<file path="config.mk">
export PLATFORM = sky130hd
export DESIGN_NAME = byteop_core
export DESIGN_NICKNAME = d
export VERILOG_FILES = /design/src/rtl/bop_pkg.sv /design/src/rtl/bop_seq.sv /design/src/rtl/bop_operand.sv /design/src/rtl/bop_dp.sv /design/src/rtl/byteop_core.sv
export SDC_FILE = /design/constraint.sdc
export NUM_CORES = 1
export LEC_CHECK = 0
export BUFFER_PORTS_ARGS = -buffer_cell sky130_fd_sc_hd__buf_2
export CAP_MARGIN = 20
export CORE_UTILIZATION = 30
export DETAILED_ROUTE_END_ITERATION = 8
export GPL_TIMING_DRIVEN = 0
export SYNTH_ARGS = -nofsm -noshare
export SYNTH_HDL_FRONTEND = slang
export SYNTH_SLANG_ARGS = --single-unit
</file>
<file path="constraint.sdc">
create_clock -name clk -period 8.83 [get_ports clk]
set_input_delay 0.4415 -clock clk [delete_from_list [all_inputs] [get_ports clk]]
set_output_delay 0.4415 -clock clk [all_outputs]
set_load 0.02 [all_outputs]
</file>
<file path="src/rtl/bop_pkg.sv">
package bop_pkg;

  localparam logic [7:0] OPC_LOAD  = 8'hA0;
  localparam logic [7:0] OPC_STORE = 8'hA2;
  localparam logic [7:0] OPC_JUMP  = 8'hE9;

  typedef enum logic [1:0] {
    PH_OPC = 2'd0,
    PH_OPD = 2'd1,
    PH_EXE = 2'd2
  } phase_e;

  typedef enum logic [1:0] {
    K_LD  = 2'd0,
    K_ST  = 2'd1,
    K_JMP = 2'd2
  } kind_e;

  typedef struct packed {
    logic  legal;
    kind_e kind;
  } dec_t;

  function automatic dec_t decode_opc(input logic [7:0] b);
    dec_t d;
    d.legal = 1'b1;
    d.kind  = K_LD;
    case (b)
      OPC_LOAD:  d.kind = K_LD;
      OPC_STORE: d.kind = K_ST;
      OPC_JUMP:  d.kind = K_JMP;
      default:   d.legal = 1'b0;
    endcase
    return d;
  endfunction

endpackage

</file>
<file path="src/rtl/bop_seq.sv">
module bop_seq
  import bop_pkg::*;
#(
  parameter int NB = 4,
  localparam int IW = (NB > 1) ? $clog2(NB) : 1
) (
  input  logic          clk,
  input  logic          rst,
  input  logic          mem_ready,
  input  logic [7:0]    opc_byte,
  output phase_e        phase_o,
  output logic [IW-1:0] idx_o,
  output kind_e         kind_o,
  output logic          halt_o,
  output logic          step_o,
  output logic          last_opd_o,
  output logic          fetch_adv_o
);

  phase_e        phase_q;
  logic [IW-1:0] idx_q;
  kind_e         kind_q;
  logic          halt_q;
  dec_t          dec;

  assign dec        = decode_opc(opc_byte);
  assign step_o     = mem_ready && !halt_q;
  assign last_opd_o = (phase_q == PH_OPD) && (idx_q == IW'(NB - 1));
  assign fetch_adv_o = step_o &&
                       (((phase_q == PH_OPC) && dec.legal) ||
                        ((phase_q == PH_OPD) && !last_opd_o));

  always_ff @(posedge clk) begin
    if (rst) begin
      phase_q <= PH_OPC;
      idx_q   <= '0;
      kind_q  <= K_LD;
      halt_q  <= 1'b0;
    end else if (step_o) begin
      case (phase_q)
        PH_OPC: begin
          if (dec.legal) begin
            kind_q  <= dec.kind;
            phase_q <= PH_OPD;
            idx_q   <= '0;
          end else begin
            halt_q  <= 1'b1;
          end
        end
        PH_OPD: begin
          if (last_opd_o) begin
            phase_q <= (kind_q == K_JMP) ? PH_OPC : PH_EXE;
            idx_q   <= '0;
          end else begin
            idx_q   <= idx_q + 1'b1;
          end
        end
        default: phase_q <= PH_OPC;
      endcase
    end
  end

  assign phase_o = phase_q;
  assign idx_o   = idx_q;
  assign kind_o  = kind_q;
  assign halt_o  = halt_q;

endmodule

</file>
<file path="src/rtl/bop_operand.sv">
module bop_operand #(
  parameter int DATA_W = 8,
  parameter int NB     = 4,
  localparam int IW    = (NB > 1) ? $clog2(NB) : 1
) (
  input  logic                 clk,
  input  logic                 rst,
  input  logic                 cap,
  input  logic [IW-1:0]        idx,
  input  logic [DATA_W-1:0]    rdata,
  output logic [NB*DATA_W-1:0] operand_q,
  output logic [NB*DATA_W-1:0] operand_full
);

  for (genvar k = 0; k < NB; k++) begin : g_lane
    logic [DATA_W-1:0] lane_q;
    logic              hit;

    assign hit = cap && (idx == IW'(k));

    always_ff @(posedge clk) begin
      if (rst)      lane_q <= '0;
      else if (hit) lane_q <= rdata;
    end

    assign operand_q[k*DATA_W +: DATA_W]    = lane_q;
    assign operand_full[k*DATA_W +: DATA_W] = hit ? rdata : lane_q;
  end

endmodule

</file>
<file path="src/rtl/bop_dp.sv">
module bop_dp
  import bop_pkg::*;
#(
  parameter int              ADDR_W    = 32,
  parameter int              DATA_W    = 8,
  parameter logic [ADDR_W-1:0] RESET_VEC = '0,
  localparam int             NB        = ADDR_W / DATA_W,
  localparam int             IW        = (NB > 1) ? $clog2(NB) : 1,
  localparam int             INSTR_LEN = NB + 1
) (
  input  logic              clk,
  input  logic              rst,
  input  phase_e            phase,
  input  logic [IW-1:0]     idx,
  input  kind_e             kind,
  input  logic              step,
  input  logic              last_opd,
  input  logic [DATA_W-1:0] rdata,
  input  logic [ADDR_W-1:0] operand_q,
  input  logic [ADDR_W-1:0] operand_full,
  output logic [ADDR_W-1:0] mem_addr,
  output logic              mem_we,
  output logic [DATA_W-1:0] mem_wdata,
  output logic [DATA_W-1:0] acc_o,
  output logic [ADDR_W-1:0] pc_o,
  output logic              retire,
  output logic              jump
);

  function automatic logic [ADDR_W-1:0] seq_next(input logic [ADDR_W-1:0] pc);
    return pc + ADDR_W'(INSTR_LEN);
  endfunction

  function automatic logic [ADDR_W-1:0] jump_dest(input logic [ADDR_W-1:0] pc,
                                                  input logic [ADDR_W-1:0] off);
    return pc + ADDR_W'(INSTR_LEN) + off;
  endfunction

  logic [DATA_W-1:0] acc_q;
  logic [ADDR_W-1:0] pc_q;
  logic              exe_fire;

  assign exe_fire = step && (phase == PH_EXE);
  assign jump     = step && last_opd && (kind == K_JMP);
  assign retire   = exe_fire || jump;

  always_comb begin
    case (phase)
      PH_OPD:  mem_addr = pc_q + ADDR_W'(idx) + ADDR_W'(1);
      PH_EXE:  mem_addr = operand_q;
      default: mem_addr = pc_q;
    endcase
  end

  assign mem_we    = (phase == PH_EXE) && (kind == K_ST);
  assign mem_wdata = acc_q;

  always_ff @(posedge clk) begin
    if (rst) begin
      acc_q <= '0;
      pc_q  <= RESET_VEC;
    end else begin
      if (exe_fire) begin
        pc_q <= seq_next(pc_q);
        if (kind == K_LD) acc_q <= rdata;
      end else if (jump) begin
        pc_q <= jump_dest(pc_q, operand_full);
      end
    end
  end

  assign acc_o = acc_q;
  assign pc_o  = pc_q;

endmodule

</file>
<file path="src/rtl/byteop_core.sv">
module byteop_core
  import bop_pkg::*;
#(
  parameter int                ADDR_W    = 32,
  parameter int                DATA_W    = 8,
  parameter logic [ADDR_W-1:0] RESET_VEC = '0
) (
  input  logic              clk,
  input  logic              rst,
  output logic              mem_req,
  output logic [ADDR_W-1:0] mem_addr,
  output logic              mem_we,
  output logic [DATA_W-1:0] mem_wdata,
  input  logic [DATA_W-1:0] mem_rdata,
  input  logic              mem_ready,
  output logic [DATA_W-1:0] acc_o,
  output logic [ADDR_W-1:0] pc_o,
  output logic              halt
);

  localparam int NB = ADDR_W / DATA_W;
  localparam int IW = (NB > 1) ? $clog2(NB) : 1;

  phase_e            phase;
  logic [IW-1:0]     idx;
  kind_e             kind;
  logic              halt_i;
  logic              step;
  logic              last_opd;
  logic [ADDR_W-1:0] operand_q;
  logic [ADDR_W-1:0] operand_full;
  logic              we_i;

  // named events for the checker
  logic ev_retire;
  logic ev_jump;
  logic ev_fetch_adv;
  logic ev_exec_phase;

  bop_seq #(.NB(NB)) u_seq (
    .clk         (clk),
    .rst         (rst),
    .mem_ready   (mem_ready),
    .opc_byte    (mem_rdata[7:0]),
    .phase_o     (phase),
    .idx_o       (idx),
    .kind_o      (kind),
    .halt_o      (halt_i),
    .step_o      (step),
    .last_opd_o  (last_opd),
    .fetch_adv_o (ev_fetch_adv)
  );

  bop_operand #(.DATA_W(DATA_W), .NB(NB)) u_opd (
    .clk          (clk),
    .rst          (rst),
    .cap          (step && (phase == PH_OPD)),
    .idx          (idx),
    .rdata        (mem_rdata),
    .operand_q    (operand_q),
    .operand_full (operand_full)
  );

  bop_dp #(.ADDR_W(ADDR_W), .DATA_W(DATA_W), .RESET_VEC(RESET_VEC)) u_dp (
    .clk          (clk),
    .rst          (rst),
    .phase        (phase),
    .idx          (idx),
    .kind         (kind),
    .step         (step),
    .last_opd     (last_opd),
    .rdata        (mem_rdata),
    .operand_q    (operand_q),
    .operand_full (operand_full),
    .mem_addr     (mem_addr),
    .mem_we       (we_i),
    .mem_wdata    (mem_wdata),
    .acc_o        (acc_o),
    .pc_o         (pc_o),
    .retire       (ev_retire),
    .jump         (ev_jump)
  );

  assign ev_exec_phase = (phase == PH_EXE);
  assign mem_req       = !halt_i;
  assign mem_we        = we_i && !halt_i;
  assign halt          = halt_i;

endmodule

</file>
==> run_results.csv, run 1 <==
group,metric,value,unit
synthesis,netlist_top_cells_area,"dfxtp_1 22%, ha_1 7.5%, nand2_1 6.6%, mux2_2 4.5%, o21ai_0 4.2%",
synthesis,yosysMostFrequentCell,"nand2_1",
global_routing,grt_use_met2,36.5,%
setup_path,end_kind,"flop",
global_routing,grt_pass1_wl,43800,µm
setup_path,slowest_stage,"a311oi_2",
synthesis,synth.net_count,1009,
floorplanning,start_util,30.6,%
clock_network,cts.sinks,79,
sta,final_max_slew_viol_count,0,
synthesis,synthesis.area,7210,µm²
clock_network,cts_resized,0,
clock_network,ctsRootBufferMaster,"clkbuf_16",
final_layout,drive_above_1_share,17.3,%
clock_network,path_clk_slew,0.06,ns
setup_path,startpoint_type,"flop",
drt,num_vias,7883,
floorplanning,die_w,157,µm
synthesis,synth_area_leader_cell,"dfxtp_1",
final_layout,antenna_cells,0,
global_routing,grt_antenna_before_repair,1,
synthesis,syn_avg_cell_area,7.56,µm²
setup_path,path_cells,"nor2b_1, clkbuf_1, nand3_1, mux2_2, ha_1, fa_1, a21o_1, a221o_1, a311oi_2, a211o_1, o211ai_2, a221oi_2, mux2i_1, o211ai_1",
setup_path,crit_type,"flop to flop",
drt,first_pass_iters,6,
synthesis,syn-instance-count,953,
clock_network,cts_max_path_buffers,2,
power,ir_drop,0.0000626,V
global_routing,first_global_vias,7091,
drt,ant_nets,0,
global_routing,grt_use_met3,4.65,%
synthesis,synth_seq_cells,79,
global_routing,grt_usage,24.3,%
sta,final-setup-viol-count,0,
global_routing,grt_overflow,0,
sta,finalCriticalPeriod,4.94,ns
drt,wl_per_cell,21.4,µm
setup_path,rrSetupSlack,3.89,ns
sta,max_slew_margin,31.9,%
drt,wl,29600,µm
sta,post-route-period-util,56.0,%
synthesis,synth_edf_count,0,
drt,dr.first_iter.drc_count,839,
floorplanning,core,23500,µm²
place,port_buffers,92,
synthesis,synth_top_area_share,21.9,%
sta,finalHoldViolations,0,
sta,rsz0062_at_grt,"no",
global_routing,use_met1,33.3,%
sta,worstMarginPinSlew,1.02,ns
setup_path,crit_path_max_fanout,10,
drt,drc,0,
final_layout,fin_area,8450,µm²
final_layout,regArea,1580,µm²
clock_network,post_cts_buffers,0,
floorplanning,die_y,157,µm
synthesis,synth-seq-area-share,21.9,%
clock_network,cts_buffers,9,
clock_network,postCtsHoldBufs,0,
sta,skew,0.0129,ns
clock_network,cts_tree,"done",
run_status,outcome,"completed",
min_path,min_path_type,"primary input to flop",
job,maxCapViolations,0,
final_layout,syn2layout_area_growth,17.2,%
global_routing,grt_busiest_layer,"met2",
clock_network,clock_latency,0.36,ns
setup_path,max_stage_delay,0.61,ns
setup_path,cp.arrival,5.14,ns
power,powerDensity,103,nW/µm²
sta,fmax,202,MHz
synthesis,synth_common_cells,"127 x nand2_1, 79 x dfxtp_1, 75 x nor2_1",
sta,fin_tns_setup,0,ns
synthesis,yosysWarnings,0,
place,place_area,8080,µm²
clock_network,htree_levels,3,
floorplanning,dieArea,24700,µm²
synthesis,ys.flop_type,"dfxtp_1",
final_layout,nets,1113,
synthesis,synth_cell_types,83,
power,p_leak,3.66,nW
place,dp_hpwl,22100,µm
setup_path,critical_path_required,9.03,ns
final_layout,n_fill_cell,2560,
global_routing,grt_max_degree,14,
synthesis,synth_async_sr_flop_share,0,%
final_layout,multi_input_area,5220,µm²
floorplanning,rows,56,
drt,viasPerCell,5.71,
place,gp_congestion,0.995,
floorplanning,io_pins,94,
[per-stage QoR]
step	instances	utilization [%]	power, mW	hold slack, ns	worst slack (ns)
floorplan	953	-	0.376	0.465	4.80
global placement	1364	34.3	0.394	0.487	3.78
detailed placement	1365	34.3	0.393	0.508	3.78
CTS	1381	35.9	0.873	0.498	3.98
global route	1381	35.9	0.888	0.540	3.64
finish	1381	35.9	0.871	0.506	3.89
[kinds of logic after synthesis]
group,share of synthesized area (%)
and+or+nand+nor,25.6
AOI/OAI and AO/OA,25.6
buffers and inverters,5.68
DFF,21.9
xor gates and xnor gates,6.58
adders and majority gates,8.02
muxes,6.61
[path summary, 6_finish.rpt]
check,start,end,cells after the start
hold reg to reg,u_seq.kind_o[0],u_seq.kind_o[0],2
hold / removal,mem_rdata[4],u_dp.acc_o[4],3
setup reg to reg,u_seq.halt_o,u_dp.pc_o[30],14
setup / recovery,u_seq.halt_o,u_dp.pc_o[30],14
[registers in the layout, indices dropped and copies added (netlist names)]
signal	count
u_seq.kind_o	2
u_dp.pc_o	32
u_seq.halt_o	1
u_dp.acc_o	8
u_seq.idx_o	2
u_seq.phase_o	2
u_opd.g_lane.lane_q	32
[power breakdown]
part           total (mW)  switching, mW  internal [mW]
clock               0.484          0.170          0.314
combinational      0.0293         0.0237        0.00560
sequential          0.357       0.000657          0.357
total               0.871          0.195          0.676
[per-layer routing]
| layer | vias to the layer above | wire, µm | part of all wire (%) |
|---|---|---|---|
| met3 | 59 | 2940 | 9.9 |
| met4 | 0 | 1220 | 4.1 |
| li1 | 3673 | - | - |
| met2 | 448 | 12500 | 42 |
| met1 | 3703 | 13000 | 44 |
| met5 | - | 0 | 0 |
[layout by cell type (no fill, tap or decap), drive strengths merged, types with 8 or more instances in the layout]
cell / Yosys / routed
buf: 25 / 118
a31oi: 13 / 13
a211oi: 12 / 12
or3: 8 / 8
or2: 8 / 8
clkbuf: 48 / 59
nor3: 19 / 19
nor2: 75 / 75
xnor2: 34 / 34
and2: 36 / 36
a22o: 24 / 24
ha: 43 / 43
o31ai: 20 / 20
mux2: 29 / 29
nand2b: 9 / 9
nand4: 14 / 14
a21oi: 52 / 52
a21o: 17 / 17
dfxtp: 79 / 79
o21ai: 69 / 69
and3: 12 / 12
nand2: 128 / 128
xor2: 18 / 18
mux2i: 15 / 15
nand3: 33 / 33
inv: 18 / 18
[critical path: cells and delay by family (launching register included)]
family	cells	cell delay, ns
simple gates	2	0.60
compound gates	7	2.19
flops	1	0.36
mux	2	0.64
fa+ha+maj	2	0.62
buf+inv	1	0.36
[final cells by class]
| class | count | share of cell area [%] |
|---|---|---|
| Multi-Input combinational cell | 782 | 61.7 |
| Sequential cell | 79 | 18.7 |
| Timing Repair Buffer | 93 | 5.58 |
| Tap cell | 319 | 4.72 |
| Buffer | 73 | 4.00 |
| Clock buffer | 11 | 2.87 |
| Clock inverter | 5 | 1.53 |
| Inverter | 19 | 0.844 |
(Power assumes the default switching activity.)
==> run 2: changes to the inputs <==
clock period = 4.25 ns   (was 8.83 ns; I/O delays follow)
==> run_results.csv, run 2 (synthesized netlist as in run 1, its figures left out) <==
group,metric,value,unit
power,finalPower,1.81,mW
job,maxCapViolations,0,
sta,max_slew_margin,31.1,%
setup_path,crit_type,"flop to flop",
drt,top_layer,"met4",
final_layout,fin_cells,1390,
sta,timing.hold.ws,0.271,ns
floorplanning,io_pins,94,
sta,finalCriticalPeriod,4.15,ns
global_routing,grt_usage,24.4,%
setup_path,slowest_stage,"a311oi_4",
min_path,hold_start,"mem_rdata[4]",
place,dpl.cell_count,1365,
sta,setup_slack,0.103,ns
clock_network,ctsRootBufferMaster,"clkbuf_16",
floorplanning,start_util,30.6,%
floorplanning,die_y,157,µm
clock_network,cts_max_path_buffers,2,
clock_network,postCtsHoldBufs,0,
place,gp_congestion,0.995,
setup_path,end_kind,"flop",
final_layout,layout_common_cells,"127 x nand2_1, 98 x buf_2, 74 x nor2_1, 73 x dfxtp_1, 61 x o21ai_0",
drt,first_pass_iters,5,
setup_path,ff2ff_path_depth,15,
setup_path,crit_start,"u_seq.phase_o[1]",
clock_network,clock_latency,0.36,ns
drt,viasPerCell,5.69,
min_path,hold_depth,3,
power,powerDensity,210,nW/µm²
place,dp_hpwl,22100,µm
clock_network,path_clk_slew,0.06,ns
clock_network,htree_levels,3,
sta,worstMarginPinSlew,1.03,ns
drt,wl,29900,µm
drt,num_vias,7907,
drt,ant_nets,0,
floorplanning,die_w,157,µm
final_layout,syn2layout_area_growth,19.7,%
sta,final_max_slew_viol_count,0,
drt,wl_per_cell,21.5,µm
run_status,outcome,"completed",
sta,fmax,241,MHz
floorplanning,core,23500,µm²
final_layout,finalCoreUtilization,36.7,%
clock_network,cts_buffers,9,
floorplanning,dieArea,24700,µm²
floorplanning,rows,56,
drt,m1WireLength,13400,µm
global_routing,grt_antenna_before_repair,0,
setup_path,startpoint_type,"flop",
sta,final-setup-viol-count,0,
global_routing,grt_overflow,0,
drt,dr_wl_met2,12700,µm
drt,drc,0,
min_path,min_path_type,"primary input to flop",
global_routing,grt_pass1_wl,44000,µm
clock_network,cts_tree,"done",
setup_path,reg2reg_to,"u_dp.pc_o[30]",
place,port_buffers,92,
drt,wl_met3,2630,µm
setup_path,cpMostUsedCell,"ha_1",
final_layout,nets,1121,
sta,post-route-period-util,97.6,%
final_layout,drive_above_1_share,19.7,%
power,ir_drop,0.000137,V
setup_path,rrSetupSlack,0.10,ns
setup_path,max_stage_delay,0.47,ns
setup_path,timing.rr.start,"u_seq.phase_o[1]",
global_routing,first_global_vias,7136,
min_path,hold_path_end,"u_dp.acc_o[4]",
power,p_leak,3.75,nW
setup_path,cp.arrival,4.35,ns
clock_network,cts.sinks,79,
setup_path,critical_path_required,4.45,ns
sta,finalHoldViolations,0,
sta,rsz0062_at_grt,"yes",
setup_path,crit_path_max_fanout,9,
drt,dr.first_iter.drc_count,845,
place,dpl_worst_slack,-0.573,ns
setup_path,path_cells,"inv_1, ha_1, buf_4, nand3_4, mux2_2, ha_1, fa_1, a21o_1, a221o_1, a311oi_4, a211o_4, o211ai_2, a221oi_2, mux2i_1, o211ai_1",
sta,skew,0.0112,ns
final_layout,layout.cells.most_common,"nand2_1",
global_routing,grt_max_degree,14,
==> run 2: cell types whose count changed in the layout (fill, tap and decap cells not counted), moves of 2 or more <==
cell | before | now
dfxtp_4 | 0 | 2
nor3_4 | 0 | 2
clkbuf_1 | 47 | 43
nand3_1 | 33 | 31
dfxtp_1 | 79 | 73
buf_4 | 14 | 22
dfxtp_2 | 0 | 4
clkbuf_2 | 2 | 4
clkbuf_4 | 0 | 3
==> run 2: repair_timing <==
item,in CTS,in global routing
pin swaps,3,8
buffers inserted,3,6
gates resized for setup,12,22
endpoints found under the setup margin,13,12
==> run 2: worst max-delay path: cells and delay by family, from the launching register on <==
kind,cells,cell delay (ns)
DFF,1,0.36
adders and majority gates,3,0.80
muxes,2,0.57
AOI/OAI and AO/OA,7,1.90
buffers and inverters,2,0.26
and+or+nand+nor,1,0.10
==> run 2: per-stage QoR <==
stage | area (µm²) | setup TNS, ns
finish | 8630 | 0
global route | 8630 | -0.00250
CTS | 8540 | 0
detailed placement | 8080 | -3.89
global placement | 8070 | -4.14
floorplan | 7210 | 0
==> run 2: metal layers <==
metal / GRT usage [%] / up-vias
met5: 0 / -
met4: 10.6 / 0
met3: 4.87 / 59
met2: 36.9 / 426
met1: 33.3 / 3736
li1: - / 3686
==> run 2: worst max-delay path by stage <==
stage                         end  slack (ns)  cells past startpoint
finish              u_dp.pc_o[30]        0.10                     15
global route        u_dp.pc_o[28]      -0.003                     16
CTS                 u_dp.pc_o[29]        0.06                     17
detailed placement  u_dp.pc_o[30]       -0.57                     15
global placement    u_dp.pc_o[30]       -0.57                     15
floorplan           u_dp.pc_o[29]        0.22                     17
==> run 2: power breakdown <==
| part | internal [mW] | switching, mW | total, mW |
|---|---|---|---|
| registers | 0.740 | 0.00134 | 0.741 |
| logic | 0.0123 | 0.0498 | 0.0621 |
| clock network | 0.652 | 0.355 | 1.01 |
==> run 2: final cells by class <==
class / instances / area, µm²
fill: 2557 / 14900
clock inverter: 5 / 129
clock buffer: 11 / 243
tap: 319 / 399
timing repair buffer: 102 / 543
sequential: 79 / 1590
antenna: 1 / 2.50
inverter: 19 / 71.3
multi-input combinational: 782 / 5300
buffer: 72 / 347
==> run 3: changes to the inputs <==
ABC_AREA = 1   (was not set)
CAP_MARGIN = 5   (was 20)
==> run_results.csv, run 3 <==
group,metric,value,unit
global_routing,grt_overflow,0,
sta,post-route-period-util,94.6,%
synthesis,synth_top_family_by_area,"simple AND/OR/NAND/NOR gates",
synthesis,synth_fa_ha_area_share,7.73,%
sta,finalHoldViolations,0,
power,comb_power_share,17.7,%
synthesis,synth-seq-area-share,21.1,%
sta,final-setup-viol-count,0,
clock_network,cts_max_path_buffers,2,
synthesis,synth_seq_cells,79,
clock_network,cts.sinks,79,
power,p_sw,636,µW
final_layout,nets,1360,
synthesis,ys.flop_type,"dfxtp_1",
synthesis,syn-instance-count,1200,
synthesis,synth_common_cells,"217 x nand2_1, 172 x inv_1, 141 x a21oi_1",
final_layout,layout.cells.most_common,"nand2_1",
clock_network,ctsRootBufferMaster,"clkbuf_16",
sta,max_slew_margin,32.6,%
final_layout,regArea,1580,µm²
power,swShare,32.8,%
global_routing,grt_pass1_wl,49500,µm
place,place_area,8340,µm²
sta,finalCriticalPeriod,4.02,ns
synthesis,yosys.area_share.simple,29.8,%
setup_path,startpoint_type,"flop",
drt,wl_per_cell,20.7,µm
setup_path,max_stage_delay,0.47,ns
global_routing,grt_antenna_before_repair,0,
synthesis,synth-xor-area-share,4.22,%
place,gp_congestion,0.989,
final_layout,multi_input_area,5030,µm²
power,ir_drop,0.000195,V
setup_path,critical_path_required,4.45,ns
run_status,outcome,"completed",
synthesis,synth_compound_area_share,25.1,%
sta,skew,0.00968,ns
drt,drc,0,
clock_network,cts_tree,"done",
clock_network,clock_latency,0.36,ns
sta,fmax,249,MHz
setup_path,cpMostUsedCell,"nand2_1",
floorplanning,dieArea,25600,µm²
synthesis,syn_avg_cell_area,6.23,µm²
drt,num_vias,8939,
setup_path,cp.arrival,4.22,ns
drt,wl,33800,µm
floorplanning,die_w,160,µm
drt,ant_nets,0,
setup_path,end_kind,"flop",
clock_network,path_clk_slew,0.07,ns
synthesis,synth_area_leader_cell,"dfxtp_1",
synthesis,yosysMostFrequentCell,"nand2_1",
setup_path,slowest_stage,"dfxtp_1",
sta,timing.hold.ws,0.164,ns
global_routing,first_global_vias,8047,
power,powerDensity,223,nW/µm²
setup_path,crit_type,"flop to flop",
synthesis,synthesis.area,7480,µm²
floorplanning,rows,57,
final_layout,antenna_cells,0,
drt,dr.first_iter.drc_count,804,
clock_network,htree_levels,3,
floorplanning,die_y,160,µm
synthesis,netlist_top_cells_area,"dfxtp_1 21%, nand2_1 11%, a21oi_1 9.4%, inv_1 8.6%, ha_1 7.2%",
power,clockPowerShare,42.8,%
setup_path,crit_path_max_fanout,6,
power,seqPwrFrac,39.6,%
global_routing,grt_usage,25.9,%
synthesis,synth_async_sr_flop_share,0,%
min_path,min_path_type,"primary input to flop",
clock_network,cts_buffers,9,
power,p_int,1.30,mW
drt,viasPerCell,5.47,
drt,first_pass_iters,6,
final_layout,syn2layout_area_growth,16.3,%
place,port_buffers,92,
synthesis,muxShareOfSynthArea,0,%
sta,final_max_slew_viol_count,0,
final_layout,fin_area,8690,µm²
final_layout,n_fill_cell,2707,
place,dp_hpwl,26900,µm
final_layout,drive_above_1_share,16.0,%
floorplanning,start_util,30.7,%
synthesis,synth_edf_count,0,
final_layout,layout_common_cells,"217 x nand2_1, 171 x inv_1, 139 x a21oi_1, 96 x buf_2, 86 x o21ai_0",
synthesis,yosysWarnings,0,
synthesis,synth.net_count,1256,
job,maxCapViolations,0,
floorplanning,core,24400,µm²
global_routing,grt_max_degree,15,
synthesis,synth_top_area_share,21.1,%
floorplanning,io_pins,94,
sta,worstMarginPinSlew,1.01,ns
power,p_leak,4.07,nW
setup_path,path_cells,"ha_1, inv_1, nand2_1, nand2_1, nor2_4, inv_1, nor2_1, xor2_1, ha_1, nand2_1, nor2_1, nand3_1, nand4_1, buf_4, nand3_1, nand2_2, nand2_1, nand2_1, nand2_1, nand3_1, nand3_1, nand2_1, a21oi_1",
synthesis,synth_cell_types,47,
-- run 3: cell count changes after synthesis, sizes merged, moves of 29 or more --
cell	change
inv	+160
nand2	+104
a21oi	+94
nand3	+37
and2	-36
xnor2	-32
mux2	-29
-- run 3: layer usage --
layer,part of all wire (%),global-route usage [%],vias up
li1,-,-,4239
met1,45,35.5,4151
met2,42,39.4,471
met3,8.3,4.34,78
met4,4.7,11.8,0
met5,0,0,-
-- run 3: timing repair --
item                                    4_1_cts  5_1_grt
setup buffers                                 0        2
hold buffers                                  0        0
gates resized for setup                       3       18
endpoints found under the setup margin       16       21
hold endpoints to repair                      0        0
-- run 3: area by class of cell --
class / count / area share, %
Buffer: 47 / 2.56
Clock buffer: 9 / 2.59
Clock inverter: 7 / 0.806
Inverter: 181 / 7.84
Multi-Input combinational cell: 892 / 57.9
Sequential cell: 79 / 18.2
Tap cell: 324 / 4.66
Timing Repair Buffer: 94 / 5.47
-- run 3: power by group through the flow --
stage               registers [mW]  logic [mW]  clock network (mW)
CTS                          0.766       0.335               0.830
global placement             0.783       0.334                   0
global route                 0.768       0.360               0.848
finish                       0.767       0.342               0.829
floorplan                    0.788       0.191                   0
detailed placement           0.783       0.334                   0
-- run 3: worst max-delay path, delay by kind of cell (launching register included) --
kind                       cells  cell delay (ns)
and+or+nand+nor               16             2.21
adders and majority gates      2             0.62
DFF                            1             0.47
buffers and inverters          3             0.32
xor gates and xnor gates       1             0.17
AOI/OAI and AO/OA              1             0.06
-- run 3: logic make-up (layout without fill, tap and decap cells) --
family | count (synthesis) | in the layout
simple gates | 483 | 483
compound gates | 328 | 328
buf+inv | 229 | 338
flops | 79 | 79
xor+xnor | 36 | 36
fa+ha+maj | 45 | 45
-- run 3: path summary, 6_finish.rpt --
check                                      start               end  slack, ns  cells past startpoint
worst max-delay path                u_dp.pc_o[1]     u_dp.pc_o[24]       0.23                     23
worst min-delay path                mem_rdata[1]   u_seq.kind_o[0]       0.16                      3
worst max register to register      u_dp.pc_o[1]     u_dp.pc_o[24]       0.23                     23
worst min register to register  u_seq.phase_o[0]  u_seq.phase_o[0]       0.49                      2
-- run 3: per-stage QoR --
stage / util [%] / setup slack, ns / setup TNS (ns) / instances / power (mW)
detailed placement: 34.2 / -0.190 / -1.24 / 1616 / 1.12
floorplan: - / 0.872 / 0 / 1200 / 0.979
global placement: 34.2 / -0.189 / -1.05 / 1616 / 1.12
CTS: 35.4 / 0.0553 / 0 / 1631 / 1.93
finish: 35.6 / 0.229 / 0 / 1633 / 1.94
global route: 35.6 / -0.00676 / -0.00676 / 1633 / 1.98
